===== src/rtl/clkrat_pkg.sv =====
package clkrat_pkg;
  localparam int NCH      = 11;
  localparam int CODE_W   = 4;
  localparam int DIV_W    = 7;
  localparam int MULT_FW  = 7;
  localparam int MULT_W   = MULT_FW + 1;
  localparam int DATA_W   = 32;
  localparam int ADDR_W   = 2;
  localparam int KICK_BIT = 31;
  localparam int PLL_BIT  = 14;
  localparam int MULT_LSB = 24;
  localparam logic [15:0] CODE_OK = 16'h6FFF;

  localparam logic [ADDR_W-1:0] A_RATIO_A = 2'd0;
  localparam logic [ADDR_W-1:0] A_RATIO_B = 2'd1;
  localparam logic [ADDR_W-1:0] A_RATIO_C = 2'd2;
  localparam logic [ADDR_W-1:0] A_PLL     = 2'd3;

  function automatic logic [ADDR_W-1:0] ch_reg(input int ch);
    if (ch < 4)       return A_RATIO_A;
    else if (ch == 4) return A_RATIO_B;
    else              return A_RATIO_C;
  endfunction

  function automatic int ch_off(input int ch);
    case (ch)
      0: return 20;  1: return 16;  2: return 8;   3: return 4;
      4: return 4;
      5: return 20;  6: return 16;  7: return 12;  8: return 8;
      9: return 4;   default: return 0;
    endcase
  endfunction

  // reserved slots return 0
  function automatic logic [DIV_W-1:0] code_div(input logic [CODE_W-1:0] c);
    case (c)
      4'd0:  return 7'd2;   4'd1:  return 7'd3;   4'd2:  return 7'd4;
      4'd3:  return 7'd6;   4'd4:  return 7'd8;   4'd5:  return 7'd12;
      4'd6:  return 7'd16;  4'd7:  return 7'd18;  4'd8:  return 7'd24;
      4'd9:  return 7'd32;  4'd10: return 7'd36;  4'd11: return 7'd48;
      4'd13: return 7'd72;  4'd14: return 7'd96;
      default: return 7'd0;
    endcase
  endfunction
endpackage


===== src/rtl/clkrat_regs.sv =====
module clkrat_regs
  import clkrat_pkg::*;
(
  input  logic                    clk_i,
  input  logic                    rst_ni,
  input  logic                    wr_i,
  input  logic [ADDR_W-1:0]       addr_i,
  input  logic [DATA_W-1:0]       wdata_i,
  output logic [NCH*CODE_W-1:0]   shadow_o,
  output logic [MULT_FW-1:0]      mult_fld_o,
  output logic                    pll_en_o,
  output logic                    kick_o,
  output logic [DATA_W-1:0]       rdata_o
);
  for (genvar ch = 0; ch < NCH; ch++) begin : g_shadow
    localparam int OFF = ch_off(ch);
    localparam logic [ADDR_W-1:0] REG = ch_reg(ch);
    always_ff @(posedge clk_i or negedge rst_ni) begin
      if (!rst_ni)
        shadow_o[ch*CODE_W +: CODE_W] <= '0;
      else if (wr_i && addr_i == REG)
        shadow_o[ch*CODE_W +: CODE_W] <= wdata_i[OFF +: CODE_W];
    end
  end

  always_ff @(posedge clk_i or negedge rst_ni) begin
    if (!rst_ni) begin
      mult_fld_o <= '0;
      pll_en_o   <= 1'b0;
      kick_o     <= 1'b0;
    end else begin
      if (wr_i && addr_i == A_RATIO_A) mult_fld_o <= wdata_i[MULT_LSB +: MULT_FW];
      if (wr_i && addr_i == A_PLL)     pll_en_o   <= wdata_i[PLL_BIT];
      // single-cycle pulse: self-clears at the commit edge
      kick_o <= wr_i && addr_i == A_RATIO_B && wdata_i[KICK_BIT];
    end
  end

  always_comb begin
    rdata_o = '0;
    for (int i = 0; i < NCH; i++)
      if (addr_i == ch_reg(i)) rdata_o[ch_off(i) +: CODE_W] = shadow_o[i*CODE_W +: CODE_W];
    case (addr_i)
      A_RATIO_A: rdata_o[MULT_LSB +: MULT_FW] = mult_fld_o;
      A_RATIO_B: rdata_o[KICK_BIT]            = kick_o;
      A_PLL:     rdata_o[PLL_BIT]             = pll_en_o;
      default: ;
    endcase
  end
endmodule


===== src/rtl/clkrat_chan.sv =====
module clkrat_chan
  import clkrat_pkg::*;
(
  input  logic              clk_i,
  input  logic              rst_ni,
  input  logic              commit_i,
  input  logic [CODE_W-1:0] code_i,
  output logic              en_o,
  output logic [DIV_W-1:0]  div_o
);
  logic [CODE_W-1:0] act_q;
  logic [DIV_W-1:0]  cnt_q;
  logic              last;

  assign div_o = code_div(act_q);
  assign last  = cnt_q == div_o - DIV_W'(1);
  assign en_o  = last;

  always_ff @(posedge clk_i or negedge rst_ni) begin
    if (!rst_ni) begin
      act_q <= '0;
      cnt_q <= '0;
    end else if (commit_i) begin
      if (CODE_OK[code_i]) act_q <= code_i;
      cnt_q <= '0;
    end else if (last) begin
      cnt_q <= '0;
    end else begin
      cnt_q <= cnt_q + DIV_W'(1);
    end
  end
endmodule


===== src/rtl/clkrat_ctrl.sv =====
module clkrat_ctrl
  import clkrat_pkg::*;
(
  input  logic                  clk_i,
  input  logic                  rst_ni,
  input  logic                  reg_wr_i,
  input  logic [ADDR_W-1:0]     reg_addr_i,
  input  logic [DATA_W-1:0]     reg_wdata_i,
  output logic [DATA_W-1:0]     reg_rdata_o,
  output logic [NCH-1:0]        ch_en_o,
  output logic [NCH*DIV_W-1:0]  div_o,
  output logic [MULT_W-1:0]     mult_o,
  output logic [NCH-1:0]        err_o
);
  logic [NCH*CODE_W-1:0] shadow;
  logic [MULT_FW-1:0]    mult_fld;
  logic                  pll_en;
  logic                  commit;

  clkrat_regs u_regs (
    .clk_i      (clk_i),
    .rst_ni     (rst_ni),
    .wr_i       (reg_wr_i),
    .addr_i     (reg_addr_i),
    .wdata_i    (reg_wdata_i),
    .shadow_o   (shadow),
    .mult_fld_o (mult_fld),
    .pll_en_o   (pll_en),
    .kick_o     (commit),
    .rdata_o    (reg_rdata_o)
  );

  for (genvar ch = 0; ch < NCH; ch++) begin : g_ch
    clkrat_chan u_chan (
      .clk_i    (clk_i),
      .rst_ni   (rst_ni),
      .commit_i (commit),
      .code_i   (shadow[ch*CODE_W +: CODE_W]),
      .en_o     (ch_en_o[ch]),
      .div_o    (div_o[ch*DIV_W +: DIV_W])
    );
    assign err_o[ch] = !CODE_OK[shadow[ch*CODE_W +: CODE_W]];
  end

  assign mult_o = pll_en ? {1'b0, mult_fld} + MULT_W'(1) : MULT_W'(1);
endmodule


===== config.mk =====
export PLATFORM = sky130hd
export DESIGN_NAME = clkrat_ctrl
export DESIGN_NICKNAME = d
export VERILOG_FILES = /design/src/rtl/clkrat_pkg.sv /design/src/rtl/clkrat_regs.sv /design/src/rtl/clkrat_chan.sv /design/src/rtl/clkrat_ctrl.sv
export SDC_FILE = /design/constraint.sdc
export NUM_CORES = 1
export LEC_CHECK = 0
export ABC_AREA = 1
export BUFFER_PORTS_ARGS = -buffer_cell sky130_fd_sc_hd__buf_2
export CORE_MARGIN = 3
export CORE_UTILIZATION = 40
export DETAILED_ROUTE_END_ITERATION = 16
export PLACE_DENSITY_LB_ADDON = 0.25
export SLEW_MARGIN = 10
export SYNTH_ARGS = -nofsm -noshare
export SYNTH_HDL_FRONTEND = slang
export SYNTH_SLANG_ARGS = --single-unit

===== constraint.sdc =====
create_clock -name clk_i -period 2.95 [get_ports clk_i]
set_clock_uncertainty 0.1 [all_clocks]
set_input_delay 0.4425 -clock clk_i [delete_from_list [all_inputs] [get_ports clk_i]]
set_output_delay 0.4425 -clock clk_i [all_outputs]
set_load 0.05 [all_outputs]

; ---- After elaboration in Yosys (flattened, before gate mapping)
; Memories as Yosys holds them, arrays and structs flattened.
; Index checks and enable logic that the tools add are counted.
[op_classes]
addsub = 34
magnitude_cmp = 11
n_eq_ne = 14
shifts = 22
mux = 69
n_bitwise = 1
n_reduce_logical = 28
[ops]
columns = op, n
row1 = $mux W32, 22
row2 = $neg A32 Y33, 11
row3 = $shift A4 B33 Y32 const A, 11
row4 = $shiftx A4 B33 Y32, 11
row5 = $bwmux W32, 10
row6 = $mux W7, 23
row7 = $add A7 B1 Y7 const B, 11
row8 = $eq A7 B7 Y1, 11
row9 = $sub A7 B1 Y7 const B, 11
row10 = $lt A4 B5 Y1 const B, 11
row11 = $and A32 B32 Y32, 1
row12 = $reduce_and A2 Y1, 11
row13 = $mux W1, 13
row14 = $logic_not A1 Y1, 11
row15 = $add A7 B1 Y8 const B, 1
row16 = $mux W8, 1
row17 = $logic_and A1 B1 Y1, 5
row18 = $eq A2 B2 Y1 const B, 2
row19 = $eq A2 B1 Y1 const B, 1
row20 = $logic_not A2 Y1, 1
[word_totals]
register_bits = 174
rom_bits = 1408
input_bits = 37
output_inout_bits = 139
word_cells = 237
memories = 22
[memory_table]
columns = memory, depth, width, rd, rd_clocked_by_memory_dff, write_ports, line_no
row1 = (no name shown), 16, 7, 1, 0, 0, clkrat_pkg.sv:36  ; case (c)
row2 = (no name shown), 16, 7, 1, 0, 0, clkrat_pkg.sv:36
row3 = (no name shown), 16, 7, 1, 0, 0, clkrat_pkg.sv:36
row4 = (no name shown), 16, 7, 1, 0, 0, clkrat_pkg.sv:36
row5 = (no name shown), 16, 7, 1, 0, 0, clkrat_pkg.sv:36
row6 = (no name shown), 16, 7, 1, 0, 0, clkrat_pkg.sv:36
row7 = 16 more memories, n/a, n/a, n/a, n/a, n/a, n/a

; ---- Longest topological paths before layout
; Gate-level depths: netlist (run 1).
[logic_depth]
ltp_word = 27
ltp_mapped = 16
depth_no_buf = 16

; ---- By module
; A second synthesis (run 1) with hierarchy kept.
[unflattened]
cells_unflattened = 2039
hier_area_um2 = 14253.7
[modules_own_cells]
columns = module, n_inst, cells_each, area_per_inst_um2, seq_area_each_um2
row1 = clkrat_chan at g_ch[0].u_chan ..., 9, 150, 1054.8, 275.3
row2 = clkrat_regs, 1, 328, 2528.7, 1326.3
row3 = clkrat_chan at g_ch[10].u_chan ..., 2, 148, 953.4, 275.3
row4 = clkrat_ctrl, 1, 65, 325.3, 0.0

; ---- Worst setup path after synthesis (run 1)
; Ideal clock, no wire load.
[synth_path]
kind = reg-to-output
startpoint = register g_ch[9].u_chan.act_q[1]
endpoint = output ch_en_o[9]
arrival_time_ns = 2.545
required_time_ns = 2.408
setup_slack_ns = -0.137
stages_incl_launch_ff = 14
n_path_buf = 1
path_cell_list = dfrtp_1 -> inv_1 -> ha_1 -> nand2_1 -> nor2_2 -> inv_1 -> ha_1 -> xnor2_1 -> nor3b_1 -> nand2_1 -> nor2_1 -> nand2_1 -> nor2_4 -> buf_4
[synth_via]
elab_chain_cells = 3
[synth_lines]
columns = element, line_no
row1 = "start, declared", clkrat_chan.sv:11  ; logic [CODE_W-1:0] act_q;
row2 = "start signal, assigned", clkrat_chan.sv:24  ; if (CODE_OK[code_i]) act_q <= code_i;
row3 = $mem_v2 Z16 W7, n/a
row4 = via div_o[63], clkrat_ctrl.sv:11  ; output logic [NCH*DIV_W-1:0] div_o,
row5 = $sub A7 B1 Y7, clkrat_chan.sv:16  ; assign last = cnt_q == div_o - DIV_W'(1);
row6 = $eq A7 B7 Y1, clkrat_chan.sv:16
row7 = "end, declared", clkrat_ctrl.sv:10  ; output logic [NCH-1:0] ch_en_o,
; The timed path passes the listed nets, and every way through them passes these cells.

; ---- Worst setup path after layout (run 1)
[layout_path]
startpoint = register g_ch[10].u_chan.act_q[3]
endpoint = output ch_en_o[10]
[layout_via]
elab_chain_cells = 3
[layout_lines]
columns = element, line_no
row1 = "start, declared", clkrat_chan.sv:11
row2 = "start signal, assigned", clkrat_chan.sv:24
row3 = $mem_v2 Z16 W7, n/a
row4 = $sub A7 B1 Y7, clkrat_chan.sv:16
row5 = $eq A7 B7 Y1, clkrat_chan.sv:16
; No other way between the ends.

==> results of run 1 <==
per-stage QoR:
stage / hold WS, ns / cell area (um2) / power, W / utilization, % / cells
2_1_floorplan: 0.0469 / 12400 / 0.0102 / - / 1768
3_3_place_gp: 0.360 / 13700 / 0.0117 / 45.4 / 2303
3_5_place_dp: 0.364 / 13700 / 0.0118 / 45.4 / 2303
4_1_cts: 0.122 / 14600 / 0.0143 / 48.5 / 2363
5_1_grt: 0.140 / 15500 / 0.0163 / 51.3 / 2408
6_report: 0.141 / 15500 / 0.0150 / 51.3 / 2408
registers in the layout (all words and copies together) (netlist names):
| name | flops |
|---|---|
| g_ch.u_chan.cnt_q | 77 |
| g_ch.u_chan.act_q | 44 |
| u_regs.shadow_o | 44 |
| u_regs.mult_fld_o | 7 |
| u_regs.kick_o | 1 |
| u_regs.pll_en_o | 1 |
per-layer routing:
layer | vias up | GRT usage (%) | part of all wire [%]
li1 | 6000 | - | -
met1 | 5516 | 26.4 | 45
met2 | 276 | 33.3 | 48
met3 | 49 | 3.01 | 4.7
met4 | 4 | 5.30 | 2.4
met5 | - | 0 | 0.10
final cells by class:
| cell class | instances | area [um2] | area share [%] |
|---|---|---|---|
| Timing Repair Buffer | 264 | 1690 | 10.9 |
| Inverter | 273 | 1050 | 6.78 |
| Clock inverter | 9 | 87.6 | 0.567 |
| Sequential cell | 174 | 4390 | 28.4 |
| Multi-Input combinational cell | 1275 | 7290 | 47.2 |
| Tap cell | 390 | 488 | 3.16 |
| Clock buffer | 23 | 468 | 3.03 |
kinds of logic (layout without fill, tap and decap cells):
family                     Yosys count  in the layout  share of synthesized area, %
adders and majority gates           71             71                          7.15
AOI/OAI and AO/OA                  176            176                          7.95
xor gates and xnor gates           109            109                          7.79
buffers and inverters              319            569                          10.6
DFF                                174            174                          35.0
and+or+nand+nor                    919            919                          31.5
critical path: cells and delay by family, from the launching register on:
| kind | cells | cell delay [ns] |
|---|---|---|
| AO/OA/AOI/OAI | 2 | 0.27 |
| XOR/XNOR | 1 | 0.15 |
| adder cells (fa/ha/maj) | 1 | 0.26 |
| buffers and inverters | 2 | 0.27 |
| flip-flops | 1 | 0.44 |
| AND/OR/NAND/NOR | 6 | 0.52 |
repair_timing:
action / in CTS / in global routing
hold buffers: 1 / 0
hold endpoints to repair: 57 / 0
resized for setup: 68 / 125
cloned: 0 / 0
endpoints found under the setup margin: 11 / 11
setup buffers: 27 / 45
pin swaps: 9 / 42
Yosys cell counts (7+ instances only):
master	count	share of area, %
xnor2_1	41	2.9
inv_2	15	0.45
dfrtp_1	174	35
inv_1	257	7.8
nand4_1	10	0.50
nor2_1	210	6.3
nand2_2	16	0.81
clkbuf_1	17	0.51
xor2_1	67	4.7
o21ai_0	87	3.5
nand3_1	163	6.6
nand3_2	7	0.56
a21oi_1	52	2.1
nand2_1	456	14
ha_1	71	7.1
nor3_1	32	1.3
buf_4	17	1.0
power groups by stage:
| stage | clock [W] | sequential, W | combinational (W) |
|---|---|---|---|
| floorplan | 0 | 0.00376 | 0.00645 |
| global placement | 0 | 0.00407 | 0.00759 |
| detailed placement | 0 | 0.00409 | 0.00773 |
| CTS | 0.00222 | 0.00403 | 0.00805 |
| global route | 0.00231 | 0.00421 | 0.00979 |
| finish | 0.00216 | 0.00408 | 0.00873 |
path summary, 6_finish.rpt:
path | from | to | slack [ns] | cells after the start
min reg2reg | g_ch[10].u_chan.cnt_q[0] | g_ch[10].u_chan.cnt_q[0] | 0.41 | 1
min | reg_wdata_i[31] | u_regs.kick_o | 0.14 | 3
max in group asynchronous | rst_ni | g_ch[10].u_chan.act_q[2] | 1.48 | 3
max | g_ch[10].u_chan.act_q[3] | ch_en_o[10] | 0.07 | 12
max reg2reg | g_ch[3].u_chan.act_q[1] | g_ch[3].u_chan.cnt_q[0] | 0.67 | 11
min in group asynchronous | rst_ni | g_ch[3].u_chan.cnt_q[0] | 0.45 | 2
==> impl_metrics.ini, run 1 <==
[flow_run]
drv_cap = 0

[placement]
routabilityCongestion = 0.923
place_ws_ns = 0.137
placement.io_buffers = 175
dp_hpwl_mm = 25.0

[worst_hold_path]
min_path_type = primary input to flop

[detailed_routing]
detailedRoute.firstIterationViolations = 734
detail_route.first_pass.iterations = 8
count_of_nets_left_with_antenna_violations_after_detail_routing = 0
wl_per_cell_um = 14.1
detail_route.vias_per_cell = 4.92
finalWirelength_mm = 33.9
post-route-drc-count = 0
detailroute.via_count = 11800

[cells_and_area]
nets = 2113
layout_area_growth_over_synthesis_pct = 24.4
post_route_cells_drive_above_1_share_pct = 24.3
antennaDiodeCount = 0
most_common_cell_after_layout_fill_and_taps_aside = nand2_1
fillers = 2926
commonest_cells_after_routing_fill_and_taps_aside = nand2_1 (432), inv_1 (230), nor2_1 (197)

[yosys]
synth_sequential_area_ratio_pct = 35.0
ys.warnings.count = 0
synth_async_sr_flop_share_pct = 100
ys.flop_type = dfrtp_1
synth_enable_flop_cells = 0
post_synth.cell_area_avg_um2 = 7.03
syn-num-nets = 1876
syn_area_um2 = 12400
ys_ff_latch = 174
synth_cell_type_count = 41
postSynthCellCount = 1768

[timing]
worst-slew-pin-transition_ns = 0.881
rsz_0062_raised_after_global_routing = true
fin_worst_setup_slack_ns = 0.0672
total_count_of_max_transition_violations_in_the_final_report = 0
final-hold-violation-count = 0
finalCritPeriodShare_pct = 97.7
finalSetupTns_ns = 0
setup_viol = 0
worst_max_slew_margin_expressed_relative_to_the_limit_pct = 41.1
period_minus_slack_ns = 2.88
peak_freq_mhz = 347

[setup_path]
maximum_net_fanout_on_the_critical_path = 7
critical_path.most_common_cell = nand2_4
worst_setup_path_end_kind = output port
setup.worst_path.class = flop to output port
worst-endpoint-arrival_ns = 2.34
kind_of_launch_point_of_the_worst_setup_path = flop
crit_chain = inv_4 -> nand2_4 -> nand2_4 -> nand2_4 -> ha_4 -> xor2_1 -> o21a_1 -> nand3_2 -> a21oi_2 -> nand2_1 -> nor2_4 -> buf_8
worst_path_largest_cell_delay_ns = 0.44
cp_slowest_cell = dfrtp_2
critPathRequiredTime_ns = 2.41

[floorplanning]
fp-row-count = 63
placeableCoreArea_um2 = 30100
io_pins = 176
die_width_um = 182
die_y_um = 182
start_util_pct = 41.3
die_area_um2 = 33200

[pwr]
p_leak_nw = 8.37
switching_power_w = 0.00750
comb_power_share_pct = 58.3
switching_share_pct = 50.1
power_density_nw_per_um2 = 969
clock_power_share_pct = 14.4
ir_drop_uv = 616
pwr-share-seq_pct = 27.3
p_int_w = 0.00747

[cts]
clk_pin_slew_ns = 0.07
numClockSinks = 174
clockBufferDepth = 2
cts_tree = yes
cts_buffers = 17
ctsHtreeMaxLevel = 4
worstSkewPairLatency_ns = 0.42
root_buffer = clkbuf_16

[grt]
grt_pass1_vias = 11000
initial_antenna_violation_count = 2
leftover_overflow_at_the_end_of_global_routing = 0
grt_pass1_wl_mm = 54.2
grt_start_max_net_pins = 67
total_routing_usage_reported_by_global_routing_pct = 19.7

[status]
run_status = finished clean
Power figures use the tool's default switching activity.
==> run 2, diff against run 1 <==
Settings changed: RECOVER_POWER from default to 50.
==> run 2 against run 1 <==
The run now ends with max-capacitance violations, max-slew violations left. Flip-flop and latch count unchanged. Clock power about the same. Worst hold slack improved by 0.0013 ns. Sequential share of layout area increased by 0.058 points. Critical endpoint unchanged.
==> impl_metrics.ini, run 2 (synthesis gave the netlist of run 1 again) <==
[detailed_routing]
post-route-drc-count = 0
detailroute.via_count = 11900
detailedRoute.firstIterationViolations = 748
wl_per_cell_um = 14.1
detail_route.vias_per_cell = 4.93
count_of_nets_left_with_antenna_violations_after_detail_routing = 0
detail_route.first_pass.iterations = 9
finalWirelength_mm = 33.9

[cells_and_area]
design_area_um2 = 15400
most_common_cell_after_layout_fill_and_taps_aside = nand2_1
antennaDiodeCount = 0
flip_flop_count_of_the_largest_register_after_layout = 77
post_route_cells_drive_above_1_share_pct = 24.0
nets = 2113
reg.largest.list = g_ch.u_chan.cnt_q x77, g_ch.u_chan.act_q x44, u_regs.shadow_o x44
commonest_cells_after_routing_fill_and_taps_aside = nand2_1 (432), inv_1 (230), nor2_1 (197)
utilization_pct = 51.2
layout_area_growth_over_synthesis_pct = 24.1
top_register = g_ch.u_chan.cnt_q

[setup_path]
critical_path.most_common_cell = nand2_4
cp_slowest_cell = dfrtp_2
worst-endpoint-arrival_ns = 2.34
r2r_start = u_regs.kick_o
worst_setup_path_end_kind = output port
kind_of_launch_point_of_the_worst_setup_path = flop
critPathLaunch = g_ch[10].u_chan.act_q[3]
worst_path_dominant_cell_family = simple AND/OR/NAND/NOR gates
timing.rr.end = g_ch[3].u_chan.act_q[0]
critPathRequiredTime_ns = 2.41
crit_chain = inv_4 -> nand2_4 -> nand2_4 -> nand2_4 -> ha_4 -> xor2_1 -> o21a_1 -> nand3_2 -> a21oi_2 -> nand2_1 -> nor2_4 -> buf_8
setup.worst_path.class = flop to output port
maximum_net_fanout_on_the_critical_path = 7
worst-r2r-setup-slack_ns = 0.40
reg2regPathDepth = 3
number_of_buffers_and_inverters_on_the_critical_path = 2
worst_path_largest_cell_delay_ns = 0.44

[timing]
worst-slew-pin-transition_ns = 1.60
worst_max_slew_margin_expressed_relative_to_the_limit_pct = -6.35
total_count_of_max_transition_violations_in_the_final_report = 59
period_minus_slack_ns = 2.89
finalCritPeriodShare_pct = 97.9
peak_freq_mhz = 346
setup_viol = 0
rsz_0062_raised_after_global_routing = true
final-hold-violation-count = 0

[worst_hold_path]
min_path_type = primary input to flop
holdPathEnd = u_regs.kick_o
min-delay-start = reg_wdata_i[31]
holdPathStages = 3

[flow_run]
drv_cap = 1

[grt]
grt_pass1_vias = 11000
leftover_overflow_at_the_end_of_global_routing = 0
grt_start_max_net_pins = 67
grt_pass1_wl_mm = 54.2
total_routing_usage_reported_by_global_routing_pct = 19.7
initial_antenna_violation_count = 2

[floorplanning]
io_pins = 176
die_y_um = 182
die_area_um2 = 33200
fp-row-count = 63
placeableCoreArea_um2 = 30100
die_width_um = 182
start_util_pct = 41.3

[pwr]
comb_power_share_pct = 58.3
clock_power_share_pct = 14.4
p_total_w = 0.0150
p_int_w = 0.00747
power_density_nw_per_um2 = 970
ir_drop_uv = 616
switching_share_pct = 50.1
p_leak_nw = 8.35
pwr-share-seq_pct = 27.3
switching_power_w = 0.00750

[status]
failed_checks = max-capacitance violations, max-slew violations
run_status = complete, but fails checks

[placement]
routabilityCongestion = 0.923
dp_hpwl_mm = 25.0
post_dp_cell_area_um2 = 13700
placement.io_buffers = 175

[cts]
cts_buffers = 17
ctsHtreeMaxLevel = 4
numClockSinks = 174
worstSkewPairLatency_ns = 0.42
cts_tree = yes
clockBufferDepth = 2
root_buffer = clkbuf_16
clk_pin_slew_ns = 0.07
-- run 2: stage by stage --
step / cells / hold slack [ns] / worst slack (ns) / setup TNS (ns)
after floorplan: 1768 / 0.0469 / 0.0383 / 0
after global placement: 2303 / 0.360 / 0.206 / 0
after detailed placement: 2303 / 0.364 / 0.137 / 0
after CTS: 2363 / 0.122 / -0.0502 / -0.0502
after global routing: 2408 / 0.140 / -0.0850 / -0.419
final: 2408 / 0.142 / 0.0627 / 0
-- run 2: timing repair --
item	4_1_cts	5_1_grt
pin swaps	9	42
cloned	0	0
hold buffers	1	0
hold endpoints to repair	57	0
buffers inserted	27	45
setup endpoints to repair	11	11
resized for setup	68	125
-- run 2: tightest hold or removal path: cells and delay by family --
family	cells	cell delay, ns
buf+inv	2	0.13
simple gates	1	0.04
-- run 2: routing by layer --
metal | track usage (%) | vias up | routed length (um)
met5 | 0 | - | 34
met4 | 5.30 | 4 | 775
met3 | 3.01 | 46 | 1550
met2 | 33.3 | 280 | 16300
met1 | 26.4 | 5551 | 15300
li1 | - | 5999 | -
-- run 2: layout make-up --
class | instances | area, um2
fillers | 2931 | 14700
clock buffers | 23 | 468
flip-flops and latches | 174 | 4390
clock inverters | 9 | 87.6
well taps | 390 | 488
multi-input cells | 1275 | 7290
inverters | 273 | 1050
repair buffers | 264 | 1650
-- run 2: power by group through the flow --
stage	combinational, W	sequential (W)	clock [W]
floorplan	0.00645	0.00376	0
detailed placement	0.00773	0.00409	0
CTS	0.00805	0.00403	0.00222
finish	0.00873	0.00408	0.00215
global route	0.00979	0.00421	0.00231
global placement	0.00759	0.00407	0
-- run 2: how the worst max path moves through the flow --
| stage | to | slack (ns) | cells after the start |
|---|---|---|---|
| floorplan | ch_en_o[9] | 0.04 | 13 |
| global placement | ch_en_o[9] | 0.21 | 13 |
| detailed placement | ch_en_o[7] | 0.14 | 15 |
| CTS | ch_en_o[9] | -0.05 | 13 |
| global route | ch_en_o[0] | -0.08 | 13 |
| finish | ch_en_o[10] | 0.06 | 12 |
==> run 3, diff against run 2 <==
Settings changed: CTS_BUF_LIST from default to sky130_fd_sc_hd__clkbuf_8 sky130_fd_sc_hd__clkbuf_16.
==> run 3 against run 2 <==
The flow still finishes with violations (max-capacitance violations, max-slew violations). Non-clock buffer count stayed put. Clock-buffer cell count is 4 lower. Final cell count stayed put. Clock power hardly changed. Critical endpoint is now ch_en_o[0].
==> impl_metrics.ini, run 3 (synthesis gave the netlist of run 1 again) <==
[grt]
leftover_overflow_at_the_end_of_global_routing = 0
grt_pass1_vias = 11000
grt_pass1_wl_mm = 54.2
grt_start_max_net_pins = 67
initial_antenna_violation_count = 2
total_routing_usage_reported_by_global_routing_pct = 19.7

[placement]
routabilityCongestion = 0.923
place_ws_ns = 0.137
placed_cells_incl_taps = 2303
post_dp_cell_area_um2 = 13700
placement.io_buffers = 175
dp_hpwl_mm = 25.0

[setup_path]
critPathRequiredTime_ns = 2.41
critPathLaunch = g_ch[0].u_chan.act_q[2]
maximum_net_fanout_on_the_critical_path = 10
worst_setup_path_end_kind = output port
setup.worst_path.class = flop to output port
worst-endpoint-arrival_ns = 2.35
r2r_start = u_regs.kick_o
kind_of_launch_point_of_the_worst_setup_path = flop

[pwr]
clock_power_share_pct = 14.3
p_leak_nw = 8.36
power_density_nw_per_um2 = 970
p_total_w = 0.0150
switching_power_w = 0.00750
comb_power_share_pct = 58.4
pwr-share-seq_pct = 27.3
switching_share_pct = 50.1
ir_drop_uv = 614
p_int_w = 0.00745

[cells_and_area]
utilization_pct = 51.2
fillers = 2931
layout_area_growth_over_synthesis_pct = 24.1
antennaDiodeCount = 0
layout.cells.non_filler = 2408
final-seq-area_um2 = 4390
nets = 2113
commonest_cells_after_routing_fill_and_taps_aside = nand2_1 (433), inv_1 (234), nor2_1 (197)
post_route_cells_drive_above_1_share_pct = 24.0
most_common_cell_after_layout_fill_and_taps_aside = nand2_1
design_area_um2 = 15400
total_area_of_multi_input_combinational_cells_um2 = 7290
flip_flop_count_of_the_largest_register_after_layout = 77
reg.largest.list = g_ch.u_chan.cnt_q x77, g_ch.u_chan.act_q x44, u_regs.shadow_o x44
top_register = g_ch.u_chan.cnt_q

[floorplanning]
io_pins = 176
die_y_um = 182
start_util_pct = 41.3
fp-row-count = 63
placeableCoreArea_um2 = 30100
die_area_um2 = 33200
die_width_um = 182

[detailed_routing]
detailroute.via_count = 11900
wl_per_cell_um = 14.1
count_of_nets_left_with_antenna_violations_after_detail_routing = 0
finalWirelength_mm = 33.9
detail_route.vias_per_cell = 4.93
detail_route.first_pass.iterations = 7
detailedRoute.firstIterationViolations = 769
post-route-drc-count = 0

[timing]
total_count_of_max_transition_violations_in_the_final_report = 59
final-hold-violation-count = 0
setup_viol = 0
fin_worst_setup_slack_ns = 0.0622
worst_max_slew_margin_expressed_relative_to_the_limit_pct = -6.73
rsz_0062_raised_after_global_routing = true
period_minus_slack_ns = 2.89
worst-slew-pin-transition_ns = 1.60
peak_freq_mhz = 346
finalCritPeriodShare_pct = 97.9

[cts]
cts_buffers = 17
clk_pin_slew_ns = 0.07
clockBufferDepth = 2
cts_tree = yes
worstSkewPairLatency_ns = 0.42
numClockSinks = 174
root_buffer = clkbuf_16
ctsHtreeMaxLevel = 4

[status]
run_status = complete, but fails checks
failed_checks = max-capacitance violations, max-slew violations

[worst_hold_path]
min-delay-start = reg_wdata_i[31]
min_path_type = primary input to flop

[flow_run]
drv_cap = 1
run 3: cell count changes in the layout (fill, tap and decap cells not counted), sizes merged:
cell | previous run | this run
clkbuf | 29 | 25
inv | 273 | 277
run 3: routing by layer:
metal / track usage [%] / routed length, um / vias to the layer above
met4: 5.30 / 833 / 4
met3: 3.01 / 1610 / 56
met5: 0 / 34 / -
li1: - / - / 5994
met2: 33.3 / 16200 / 307
met1: 26.4 / 15300 / 5522
run 3: path summary, 6_finish.rpt:
path	endpoint	slack, ns	depth (start not counted)
setup reg to reg	g_ch[9].u_chan.act_q[1]	0.41	3
hold reg to reg	g_ch[10].u_chan.cnt_q[0]	0.40	1
min in group asynchronous	g_ch[3].u_chan.cnt_q[0]	0.84	2
hold / removal	u_regs.kick_o	0.14	3
setup / recovery	ch_en_o[0]	0.06	12
max in group asynchronous	g_ch[10].u_chan.act_q[2]	0.53	3
run 3: what timing repair did:
action | CTS | global route
hold endpoints to repair | 57 | 0
endpoints found under the setup margin | 11 | 11
pin swaps | 9 | 42
hold buffers | 1 | 0
buffers inserted | 27 | 45
resized for setup | 68 | 124
run 3: through the flow:
step | setup TNS (ns) | hold slack [ns]
2_1_floorplan | 0 | 0.0469
3_3_place_gp | 0 | 0.360
3_5_place_dp | 0 | 0.364
4_1_cts | -0.0502 | 0.122
5_1_grt | -0.419 | 0.140
6_report | 0 | 0.142
run 3: worst max-delay path, stage by stage (launching register included):
cell and delay [ns]:
dfrtp_2 0.49, a21oi_4 0.20, o21ai_2 0.10, ha_4 0.22
xnor2_1 0.12, nor2_1 0.09, nand3_1 0.08, nor2_1 0.13
nand3_1 0.09, nor2_1 0.12, nand2_1 0.09, inv_2 0.07
buf_8 0.14
run 3: final cells by class:
| type | count | area share (%) |
|---|---|---|
| inverters | 273 | 6.79 |
| clock inverters | 13 | 0.665 |
| clock buffers | 19 | 2.94 |
| multi-input cells | 1275 | 47.3 |
| repair buffers | 264 | 10.7 |
| well taps | 390 | 3.16 |
| flip-flops and latches | 174 | 28.5 |
run 3: power groups by stage:
stage | logic (W) | clock network [W] | registers (W)
5_1_grt | 0.00979 | 0.00230 | 0.00421
4_1_cts | 0.00805 | 0.00220 | 0.00403
2_1_floorplan | 0.00645 | 0 | 0.00376
3_5_place_dp | 0.00773 | 0 | 0.00409
6_report | 0.00873 | 0.00214 | 0.00408
3_3_place_gp | 0.00759 | 0 | 0.00407
